File: config.mk
export PLATFORM = sky130hd
export DESIGN_NAME = wprot_regbank
export DESIGN_NICKNAME = d
export VERILOG_FILES = /design/src/rtl/wprot_pkg.sv /design/src/rtl/wprot_decode.sv /design/src/rtl/wprot_store.sv /design/src/rtl/wprot_guard.sv /design/src/rtl/wprot_regbank.sv
export SDC_FILE = /design/constraint.sdc
export NUM_CORES = 1
export LEC_CHECK = 0
export BUFFER_PORTS_ARGS = -buffer_cell sky130_fd_sc_hd__buf_2
export CORE_MARGIN = 2
export CORE_UTILIZATION = 56
export DETAILED_ROUTE_END_ITERATION = 6
export PLACE_DENSITY = 0.84
export SYNTH_ARGS = -nofsm -noshare
export SYNTH_HDL_FRONTEND = slang
export SYNTH_SLANG_ARGS = --single-unit
File: constraint.sdc
create_clock -name clk -period 1.65 [get_ports clk]
set_clock_uncertainty 0.15 [all_clocks]
set_input_delay 0.0825 -clock clk [delete_from_list [all_inputs] [get_ports clk]]
set_output_delay 0.0825 -clock clk [all_outputs]
set_load 0.05 [all_outputs]
File: src/rtl/wprot_pkg.sv
// Shared constants and types for the keyed write-protection register bank.
// Assumes word addressing and one write per cycle.
package wprot_pkg;
    localparam int                DATA_W    = 32;
    localparam int                ADDR_W    = 4;
    localparam int                NUM_CFG   = 12;
    localparam logic [NUM_CFG-1:0] GUARD_MAP = 12'h3FF;
    localparam int                GUARD_ADR = 12;
    localparam int                STAT_ADR  = 13;
    localparam int                KEY_W     = 24;
    localparam logic [KEY_W-1:0]  UNLOCK    = 24'hA5C0DE;
    localparam int                SRC_LSB   = 8;

    typedef enum logic [1:0] {
        CLS_CFG   = 2'd0,
        CLS_GUARD = 2'd1,
        CLS_STAT  = 2'd2,
        CLS_NONE  = 2'd3
    } addr_cls_e;
endpackage

File: src/rtl/wprot_decode.sv
// Address decoder: turns a word address into a one-hot configuration
// select and an address class. Assumes the special addresses lie at or
// above NUM_CFG.
module wprot_decode
    import wprot_pkg::*;
#(
    parameter int AW      = ADDR_W,
    parameter int NCFG    = NUM_CFG,
    parameter int G_ADR   = GUARD_ADR,
    parameter int S_ADR   = STAT_ADR
) (
    input  logic [AW-1:0]   addr,
    output logic [NCFG-1:0] sel,
    output addr_cls_e       cls
);
    localparam int SPAN = 1 << AW;

    // One-hot select per configuration slot.
    generate
        for (genvar i = 0; i < NCFG; i++) begin : g_sel
            assign sel[i] = (int'(addr) == i);
        end
    endgenerate

    // Classify the address for the guard and the read mux.
    always_comb begin
        if (int'(addr) < NCFG)        cls = CLS_CFG;
        else if (int'(addr) == G_ADR) cls = CLS_GUARD;
        else if (int'(addr) == S_ADR) cls = CLS_STAT;
        else                          cls = CLS_NONE;
    end

    initial begin
        assert (NCFG <= SPAN && G_ADR >= NCFG && S_ADR >= NCFG && G_ADR != S_ADR)
            else $error("wprot_decode: address map overlaps");
    end
endmodule

File: src/rtl/wprot_store.sv
// Configuration storage: NCFG registers of DW bits, each loaded when its
// write-enable bit is high. Assumes the write-enable bits already carry
// the protection decision.
module wprot_store
    import wprot_pkg::*;
#(
    parameter int DW   = DATA_W,
    parameter int NCFG = NUM_CFG
) (
    input  logic               clk,
    input  logic               rst_n,
    input  logic [NCFG-1:0]    we_vec,
    input  logic [DW-1:0]      wdata,
    output logic [NCFG*DW-1:0] flat
);
    generate
        for (genvar i = 0; i < NCFG; i++) begin : g_reg
            // Hold or load one configuration word.
            always_ff @(posedge clk) begin
                if (!rst_n)        flat[i*DW +: DW] <= '0;
                else if (we_vec[i]) flat[i*DW +: DW] <= wdata;
            end
        end
    endgenerate
endmodule

File: src/rtl/wprot_guard.sv
// Guard state: enable bit, sticky violation flag and source address.
// Assumes at most one write per cycle. The caller reports whether the
// target is a guarded slot or the guard register itself.
module wprot_guard
    import wprot_pkg::*;
#(
    parameter int              AW   = ADDR_W,
    parameter int              KW   = KEY_W,
    parameter logic [KW-1:0]   KEY  = UNLOCK
) (
    input  logic          clk,
    input  logic          rst_n,
    input  logic          wr_en,
    input  logic [AW-1:0] wr_addr,
    input  logic [KW-1:0] key_in,
    input  logic          en_bit,
    input  logic          hit_guarded,
    input  logic          hit_guard_reg,
    output logic          guard_on,
    output logic          viol,
    output logic [AW-1:0] src
);
    logic key_ok;
    logic keyed_wr;
    logic bad_key_wr;
    logic blocked;

    // Qualify the write against the key and the current guard state.
    always_comb begin
        key_ok     = (key_in == KEY);
        keyed_wr   = wr_en && hit_guard_reg && key_ok;
        bad_key_wr = wr_en && hit_guard_reg && !key_ok;
        blocked    = guard_on && wr_en && (hit_guarded || bad_key_wr);
    end

    // Enable bit, loaded only by a keyed write.
    always_ff @(posedge clk) begin
        if (!rst_n)        guard_on <= 1'b0;
        else if (keyed_wr) guard_on <= en_bit;
    end

    // Sticky flag: a keyed write clears it, a blocked write sets it.
    always_ff @(posedge clk) begin
        if (!rst_n)        viol <= 1'b0;
        else if (keyed_wr) viol <= 1'b0;
        else if (blocked)  viol <= 1'b1;
    end

    // Source field tracks the latest blocked target.
    always_ff @(posedge clk) begin
        if (!rst_n)       src <= '0;
        else if (blocked) src <= wr_addr;
    end

    // a blocked write raises the flag
    a_r4_flag_set: assert property (@(posedge clk) disable iff (!rst_n)
        blocked |=> viol);
    // the source field names the blocked target
    a_r5_src_latest: assert property (@(posedge clk) disable iff (!rst_n)
        blocked |=> (src == $past(wr_addr)));
    // a wrong key leaves the enable bit untouched
    a_r7_bad_key_hold: assert property (@(posedge clk) disable iff (!rst_n)
        bad_key_wr |=> $stable(guard_on));
    // a keyed write clears the flag
    a_r8_keyed_clear: assert property (@(posedge clk) disable iff (!rst_n)
        keyed_wr |=> !viol);
    // the flag never falls without a keyed write
    a_r8_only_key_clears: assert property (@(posedge clk) disable iff (!rst_n)
        $fell(viol) |-> $past(keyed_wr));
endmodule

File: src/rtl/wprot_regbank.sv
// Top of the keyed write-protection register bank. It combines decode,
// storage and guard, and drives a combinational read mux. Assumes a
// synchronous active-low reset and one write per cycle.
module wprot_regbank
    import wprot_pkg::*;
#(
    parameter int                DW        = DATA_W,
    parameter int                AW        = ADDR_W,
    parameter int                NCFG      = NUM_CFG,
    parameter logic [NCFG-1:0]   GUARDED   = GUARD_MAP
) (
    input  logic          clk,
    input  logic          rst_n,
    input  logic          wr_en,
    input  logic [AW-1:0] wr_addr,
    input  logic [DW-1:0] wr_data,
    input  logic [AW-1:0] rd_addr,
    output logic [DW-1:0] rd_data
);
    localparam int KW = DW - SRC_LSB;

    logic [NCFG-1:0]    wsel, rsel, we_vec, allow;
    addr_cls_e          wcls, rcls;
    logic [NCFG*DW-1:0] flat;
    logic               guard_on, viol;
    logic [AW-1:0]      src;

    wprot_decode #(.AW(AW), .NCFG(NCFG), .G_ADR(GUARD_ADR), .S_ADR(STAT_ADR)) u_wdec (
        .addr(wr_addr), .sel(wsel), .cls(wcls)
    );

    wprot_decode #(.AW(AW), .NCFG(NCFG), .G_ADR(GUARD_ADR), .S_ADR(STAT_ADR)) u_rdec (
        .addr(rd_addr), .sel(rsel), .cls(rcls)
    );

    // Slots open for writing: all when off, only unguarded when on.
    always_comb begin
        allow  = guard_on ? ~GUARDED : {NCFG{1'b1}};
        we_vec = wsel & allow & {NCFG{wr_en && (wcls == CLS_CFG)}};
    end

    wprot_store #(.DW(DW), .NCFG(NCFG)) u_store (
        .clk(clk), .rst_n(rst_n), .we_vec(we_vec), .wdata(wr_data), .flat(flat)
    );

    wprot_guard #(.AW(AW), .KW(KW), .KEY(UNLOCK[KW-1:0])) u_guard (
        .clk(clk), .rst_n(rst_n), .wr_en(wr_en), .wr_addr(wr_addr),
        .key_in(wr_data[DW-1 -: KW]), .en_bit(wr_data[0]),
        .hit_guarded((wcls == CLS_CFG) && |(wsel & GUARDED)),
        .hit_guard_reg(wcls == CLS_GUARD),
        .guard_on(guard_on), .viol(viol), .src(src)
    );

    // Read mux over storage, guard register and status.
    always_comb begin
        rd_data = '0;
        case (rcls)
            CLS_CFG: begin
                for (int i = 0; i < NCFG; i++)
                    if (rsel[i]) rd_data = flat[i*DW +: DW];
            end
            CLS_GUARD: rd_data[0] = guard_on;
            CLS_STAT: begin
                rd_data[0]               = viol;
                rd_data[SRC_LSB +: AW]   = src;
            end
            default: rd_data = '0;
        endcase
    end

    generate
        for (genvar i = 0; i < NCFG; i++) begin : g_chk
            if (GUARDED[i]) begin : g_prot
                // a guarded slot holds across a write while the guard is on
                a_r3_guarded_hold: assert property (@(posedge clk) disable iff (!rst_n)
                    (wr_en && wsel[i] && guard_on) |=> $stable(flat[i*DW +: DW]));
            end else begin : g_open
                // an unguarded slot always takes the written data
                a_r6_open_write: assert property (@(posedge clk) disable iff (!rst_n)
                    (wr_en && wsel[i]) |=> (flat[i*DW +: DW] == $past(wr_data)));
            end
        end
    endgenerate

    // a write to status never moves the flag
    a_r9_status_ro: assert property (@(posedge clk) disable iff (!rst_n)
        (wr_en && wcls == CLS_STAT) |=> $stable(viol));
endmodule

==> impl_metrics.py, run 1 <==
metrics = {
    "run_status": {
        "outcome.stop_stage": "global routing (5_1_grt)",
        "toolErrorMsg": "[ERROR GRT-0232] Routing congestion too high. Check the congestion heatmap in the GUI.",
        "run_status": "stopped before the end",
    },
    "synthesis": {
        "post_synth_num_cell_types": 63,
        "yosys_register_bits": 390,
        "synth_sequential_area_ratio_pct": 42.9,
        "async_reset_ff_share_pct": 0,
        "mappedNetlistNets": 2306,
        "synthesized_netlist_cell_count": 2263,
        "syn-cell-area_um2": 18200,
        "top_cells_by_area_in_the_synthesized_netlist": "sky130_fd_sc_hd__dfxtp_1 43%, sky130_fd_sc_hd__nand2_1 17%, sky130_fd_sc_hd__a21boi_0 9.8%, sky130_fd_sc_hd__a21boi_1 6.1%, sky130_fd_sc_hd__mux4_2 3.3%",
        "ys.flop_type": "sky130_fd_sc_hd__dfxtp_1",
        "synth_area_per_cell_um2": 8.04,
        "netlist.top_cell.by_area": "sky130_fd_sc_hd__dfxtp_1",
        "yosys_warnings": 0,
        "synth_largest_type_area_fraction_pct": 42.9,
        "synth_edf_count": 0,
    },
    "placed_design": {
        "count_of_input_and_output_buffers": 74,
        "replace_congestion": 0.908,
        "dp_cells": 2769,
        "dpl.hpwl_mm": 39.8,
    },
    "floorplanning": {
        "start_util_pct": 56.3,
        "die_height_um": 184,
        "io-pin-count": 75,
        "fp.dieW_um": 184,
        "row_count": 66,
    },
    "cts": {
        "inserted_clock_buffers": 38,
        "clk_path_buf_depth": 3,
        "ctsRootBufferMaster": "sky130_fd_sc_hd__clkbuf_16",
        "clock_tree.htree_level_count": 2,
        "cts.sinks": 390,
    },
    "global_routing": {
        "groute.usage.overall_pct": 79.7,
        "pin_count_of_the_biggest_net_entering_global_routing": 74,
        "overflow": 122,
    },
    "sta": {
        "worstEndpointType": "top-level output",
        "worst_endpoint_from_the_post_global_route_timing_repair": "rd_data[7]",
    },
}
[Yosys cell counts, types with 8 or more instances]
cell / number
sky130_fd_sc_hd__a21boi_0: 238
sky130_fd_sc_hd__a21boi_1: 147
sky130_fd_sc_hd__a21oi_1: 62
sky130_fd_sc_hd__a221oi_1: 15
sky130_fd_sc_hd__a22o_1: 11
sky130_fd_sc_hd__a22oi_1: 10
sky130_fd_sc_hd__and3_1: 10
sky130_fd_sc_hd__buf_2: 67
sky130_fd_sc_hd__buf_4: 8
sky130_fd_sc_hd__clkbuf_1: 127
sky130_fd_sc_hd__dfxtp_1: 390
sky130_fd_sc_hd__mux2_2: 14
sky130_fd_sc_hd__mux2i_1: 32
sky130_fd_sc_hd__mux4_2: 27
sky130_fd_sc_hd__nand2_1: 806
sky130_fd_sc_hd__nand2b_1: 9
sky130_fd_sc_hd__nand3_1: 8
sky130_fd_sc_hd__nor2_1: 68
sky130_fd_sc_hd__nor2b_1: 16
sky130_fd_sc_hd__nor3_1: 12
sky130_fd_sc_hd__o21ai_0: 49
sky130_fd_sc_hd__o221ai_1: 10
sky130_fd_sc_hd__o22a_1: 10
sky130_fd_sc_hd__o22ai_1: 17
[kinds of logic after synthesis]
kind of cell / share of synthesized area [%]
AO/OA/AOI/OAI: 24.4
AND/OR/NAND/NOR: 21.5
multiplexers: 5.97
flip-flops: 42.9
buffers and inverters: 5.21
[through the flow]
| step | setup WS [ns] | instance area (um2) | util [%] | hold WS [ns] |
|---|---|---|---|---|
| after floorplan | -0.155 | 18500 | - | 0.0673 |
| after CTS | -0.614 | 23400 | 72.4 | 0.0214 |
| after detailed placement | -0.389 | 20600 | 63.8 | 0.290 |
| after global placement | -0.371 | 20600 | 63.8 | 0.284 |
[routing by layer]
metal  GRT usage (%)  overflow
met1            77.2         3
met2            91.7        68
met3            73.5         6
met4            73.4        43
met5            66.4         2
[what timing repair did]
action / CTS
cloned: 14
hold endpoints to repair: 388
hold buffers: 37
resized for setup: 307
setup endpoints to repair: 106
buffers inserted: 16
pin swaps: 72
==> inputs of run 2 (changes only) <==
--- a/config.mk
+++ b/config.mk
@@ -7,9 +7,9 @@
 export LEC_CHECK = 0
 export BUFFER_PORTS_ARGS = -buffer_cell sky130_fd_sc_hd__buf_2
 export CORE_MARGIN = 2
-export CORE_UTILIZATION = 56
+export CORE_UTILIZATION = 40
 export DETAILED_ROUTE_END_ITERATION = 6
-export PLACE_DENSITY = 0.84
+export PLACE_DENSITY_LB_ADDON = 0.15
 export SYNTH_ARGS = -nofsm -noshare
 export SYNTH_HDL_FRONTEND = slang
 export SYNTH_SLANG_ARGS = --single-unit
==> constraint.sdc (replaced) <==
create_clock -name clk -period 2.15 [get_ports clk]
set_clock_uncertainty 0.15 [all_clocks]
set_input_delay 0.1075 -clock clk [delete_from_list [all_inputs] [get_ports clk]]
set_output_delay 0.1075 -clock clk [all_outputs]
set_load 0.05 [all_outputs]
==> run 2 against run 1 <==
Net effect:
- the flow now finishes, with violations (negative setup slack)
- area after synthesis stayed put
- synthesized cell count did not move
==> impl_metrics.py, run 2 <==
metrics = {
    "route": {
        "drt_pre_antenna_iters": 6,
        "antenna_violating_nets_post_route": 0,
        "avgRoutedWirePerCell_um": 23.3,
        "drt-met1-wl_mm": 30.8,
        "routed_via_density": 5.66,
        "routed_wl_mm": 70.0,
        "met3_wirelength_mm": 5.04,
        "top_layer_used": "met4",
        "wl_met2_mm": 31.6,
        "drcViolationCount": 0,
        "via_count": 17000,
        "drt_iter0_markers": 1865,
    },
    "cts": {
        "clock_tree.htree_level_count": 2,
        "inserted_clock_buffers": 44,
        "clk-insertion-delay-late_ns": 0.56,
        "clkSlewWorstSetupHoldPaths_ns": 0.06,
        "clock_tree_from_tritoncts": "yes",
        "cts.sinks": 390,
        "ctsRootBufferMaster": "sky130_fd_sc_hd__clkbuf_16",
        "clk_path_buf_depth": 3,
    },
    "synthesis": {
        "synth_area_per_cell_um2": 8.04,
        "synthesized_netlist_cell_count": 2263,
        "netlist.top_cell.by_area": "sky130_fd_sc_hd__dfxtp_1",
        "top_cells_by_area_in_the_synthesized_netlist": "sky130_fd_sc_hd__dfxtp_1 43%, sky130_fd_sc_hd__nand2_1 17%, sky130_fd_sc_hd__a21boi_0 9.8%, sky130_fd_sc_hd__a21boi_1 6.1%, sky130_fd_sc_hd__mux4_2 3.3%",
        "post_synth_num_cell_types": 63,
        "synth_sequential_area_ratio_pct": 42.9,
        "synth_edf_count": 0,
        "mappedNetlistNets": 2306,
        "library_cell_with_the_highest_instance_count_after_synthesis": "sky130_fd_sc_hd__nand2_1",
        "yosys_warnings": 0,
        "syn-cell-area_um2": 18200,
        "yosys_register_bits": 390,
        "post_synth_most_frequent_cells": "806 x sky130_fd_sc_hd__nand2_1, 390 x sky130_fd_sc_hd__dfxtp_1, 238 x sky130_fd_sc_hd__a21boi_0",
        "synth_largest_type_area_fraction_pct": 42.9,
        "ys.flop_type": "sky130_fd_sc_hd__dfxtp_1",
        "async_reset_ff_share_pct": 0,
    },
    "final_layout": {
        "layout-area-overhead-vs-synth_pct": 24.8,
        "layout-drive-gt1-share_pct": 20.3,
        "biggestRegsByFlops": "u_store.flat: 384 flops, u_guard.src: 4 flops",
        "most-common-layout-cells": "802 x sky130_fd_sc_hd__nand2_1, 358 x sky130_fd_sc_hd__dfxtp_1, 237 x sky130_fd_sc_hd__a21boi_0",
        "mostFrequentLayoutCell": "sky130_fd_sc_hd__nand2_1",
        "num-nets-final": 2423,
        "final.fill_count": 4251,
        "largest_register_ffs": 384,
        "largest-register": "u_store.flat",
    },
    "setup_path": {
        "critPathCaptureType": "primary output",
        "worstPathMaxFanout": 2,
        "rr_endpoint": "u_store.flat[58]",
        "setup.worst_path.start": "u_store.flat[159]",
        "critPathLaunchType": "flop",
        "rrSetupSlack_ns": 0.16,
        "critical_path_required_ns": 1.89,
        "worst_r2r_path_depth": 6,
        "crit_path_end": "rd_data[31]",
        "path_class": "reg2out",
        "cp.arrival_ns": 2.14,
        "regToRegStartpoint": "u_guard.guard_on",
    },
    "global_routing": {
        "groute.usage.overall_pct": 29.4,
        "pin_count_of_the_biggest_net_entering_global_routing": 84,
        "first_pass_grt_wire_length_mm": 105,
        "overflow": 0,
        "grt_pass1_vias": 16300,
        "antenna_found_initial": 1,
    },
    "sta": {
        "grt_setup_unrepaired": "yes",
        "period_minus_slack_ns": 2.40,
        "worst_slew_margin_rel_pct": 59.4,
        "timing_hold_violations_final": 0,
        "finalSetupViolations": 19,
        "hold_ws_ns": 0.298,
        "layout_setup_ws_ns": -0.248,
        "slew_violations": 0,
        "clock.fmax_ghz": 0.417,
        "tightestPinTransition_ns": 0.610,
        "final.period_utilization_pct": 112,
    },
    "placed_design": {
        "replace_congestion": 0.856,
        "count_of_input_and_output_buffers": 74,
        "dpl.hpwl_mm": 45.0,
    },
    "worst_hold_path": {
        "worst_hold_path.num_cells": 2,
        "worst_hold_path_type": "reg2reg",
    },
    "power": {
        "design_power_total_mw": 16.8,
        "cellPowerDensity_nw_per_um2": 740,
        "power_leakage_nw": 7.90,
        "worst_ir_drop_vdd_mv": 0.610,
    },
    "job": {
        "drv.max_cap_violation_count": 0,
    },
    "floorplanning": {
        "total_die_area_um2": 47200,
        "start_util_pct": 40.3,
        "core-area_um2": 45100,
        "die_height_um": 217,
        "fp.dieW_um": 217,
        "row_count": 78,
        "io-pin-count": 75,
    },
    "run_status": {
        "violations_in_the_final_reports": "negative setup slack",
        "run_status": "complete, but fails checks",
    },
}
## run 2: cell counts after synthesis
Identical to the previous run, type by type.
## run 2: how the worst min path moves through the flow
stage                       from                end  slack (ns)
2_1_floorplan         wr_data[1]    u_store.flat[1]        0.09
3_3_place_gp   u_store.flat[145]  u_store.flat[145]        0.29
3_5_place_dp   u_store.flat[145]  u_store.flat[145]        0.29
4_1_cts              wr_data[15]  u_store.flat[175]        0.29
5_1_grt         u_store.flat[97]   u_store.flat[97]        0.32
6_report       u_store.flat[149]  u_store.flat[149]        0.30
## run 2: cell families after synthesis
logic type / count (synthesis) / synth area share [%]
muxes: 73 / 5.97
and+or+nand+nor: 968 / 21.5
buffers and inverters: 214 / 5.21
DFF: 390 / 42.9
AOI/OAI and AO/OA: 618 / 24.4
## run 2: per-layer routing
metal,up-vias,GRT usage (%)
met4,0,11.2
met5,-,0
li1,7858,-
met3,138,3.33
met2,717,46.7
met1,8331,41.1
## run 2: power breakdown
group          internal (mW)  switching, mW  leakage [nW]  total [mW]
sequential              7.32         0.0489          3.16        7.37
clock                   4.47           3.14         0.704        7.60
combinational          0.686           1.13          4.03        1.82
total                   12.5           4.32          7.90        16.8
## run 2: critical path, stage by stage, from the launching register on
cell and delay, ns:
sky130_fd_sc_hd__dfxtp_2 0.32, sky130_fd_sc_hd__mux2i_2 0.17, sky130_fd_sc_hd__nor3_1 0.06, sky130_fd_sc_hd__or3_1 0.38, sky130_fd_sc_hd__o211ai_1 0.30, sky130_fd_sc_hd__a21oi_1 0.12
sky130_fd_sc_hd__buf_4 0.20
## run 2: final cells by class
cell class | instances | area [um2] | share of cell area, %
Clock buffer | 58 | 1220 | 5.39
Sequential cell | 390 | 7850 | 34.6
Tap cell | 600 | 751 | 3.31
Clock inverter | 16 | 198 | 0.871
Multi-Input combinational cell | 1659 | 10000 | 44.1
Antenna cell | 1 | 2.50 | 0.0110
Inverter | 4 | 18.8 | 0.0827
Timing Repair Buffer | 281 | 2650 | 11.7
## run 2: metrics by stage
| stage | util, % | area (um2) | setup TNS [ns] | std cells | setup WS, ns |
|---|---|---|---|---|---|
| 2_1_floorplan | - | 18200 | 0 | 2263 | 0.00524 |
| 3_3_place_gp | 44.9 | 20200 | -0.373 | 2896 | -0.155 |
| 3_5_place_dp | 44.9 | 20200 | -0.304 | 2896 | -0.103 |
| 4_1_cts | 49.7 | 22400 | -2.22 | 3008 | -0.308 |
| 5_1_grt | 50.3 | 22700 | -2.54 | 3009 | -0.359 |
| 6_report | 50.3 | 22700 | -1.54 | 3009 | -0.248 |
## run 2: repair_timing
item,CTS,global route
gates resized for setup,118,76
hold buffers,38,0
setup endpoints to repair,30,31
pin swaps,38,32
setup buffers,2,1
hold endpoints to repair,390,0
Note: power is estimated with default switching activity, not from simulation.
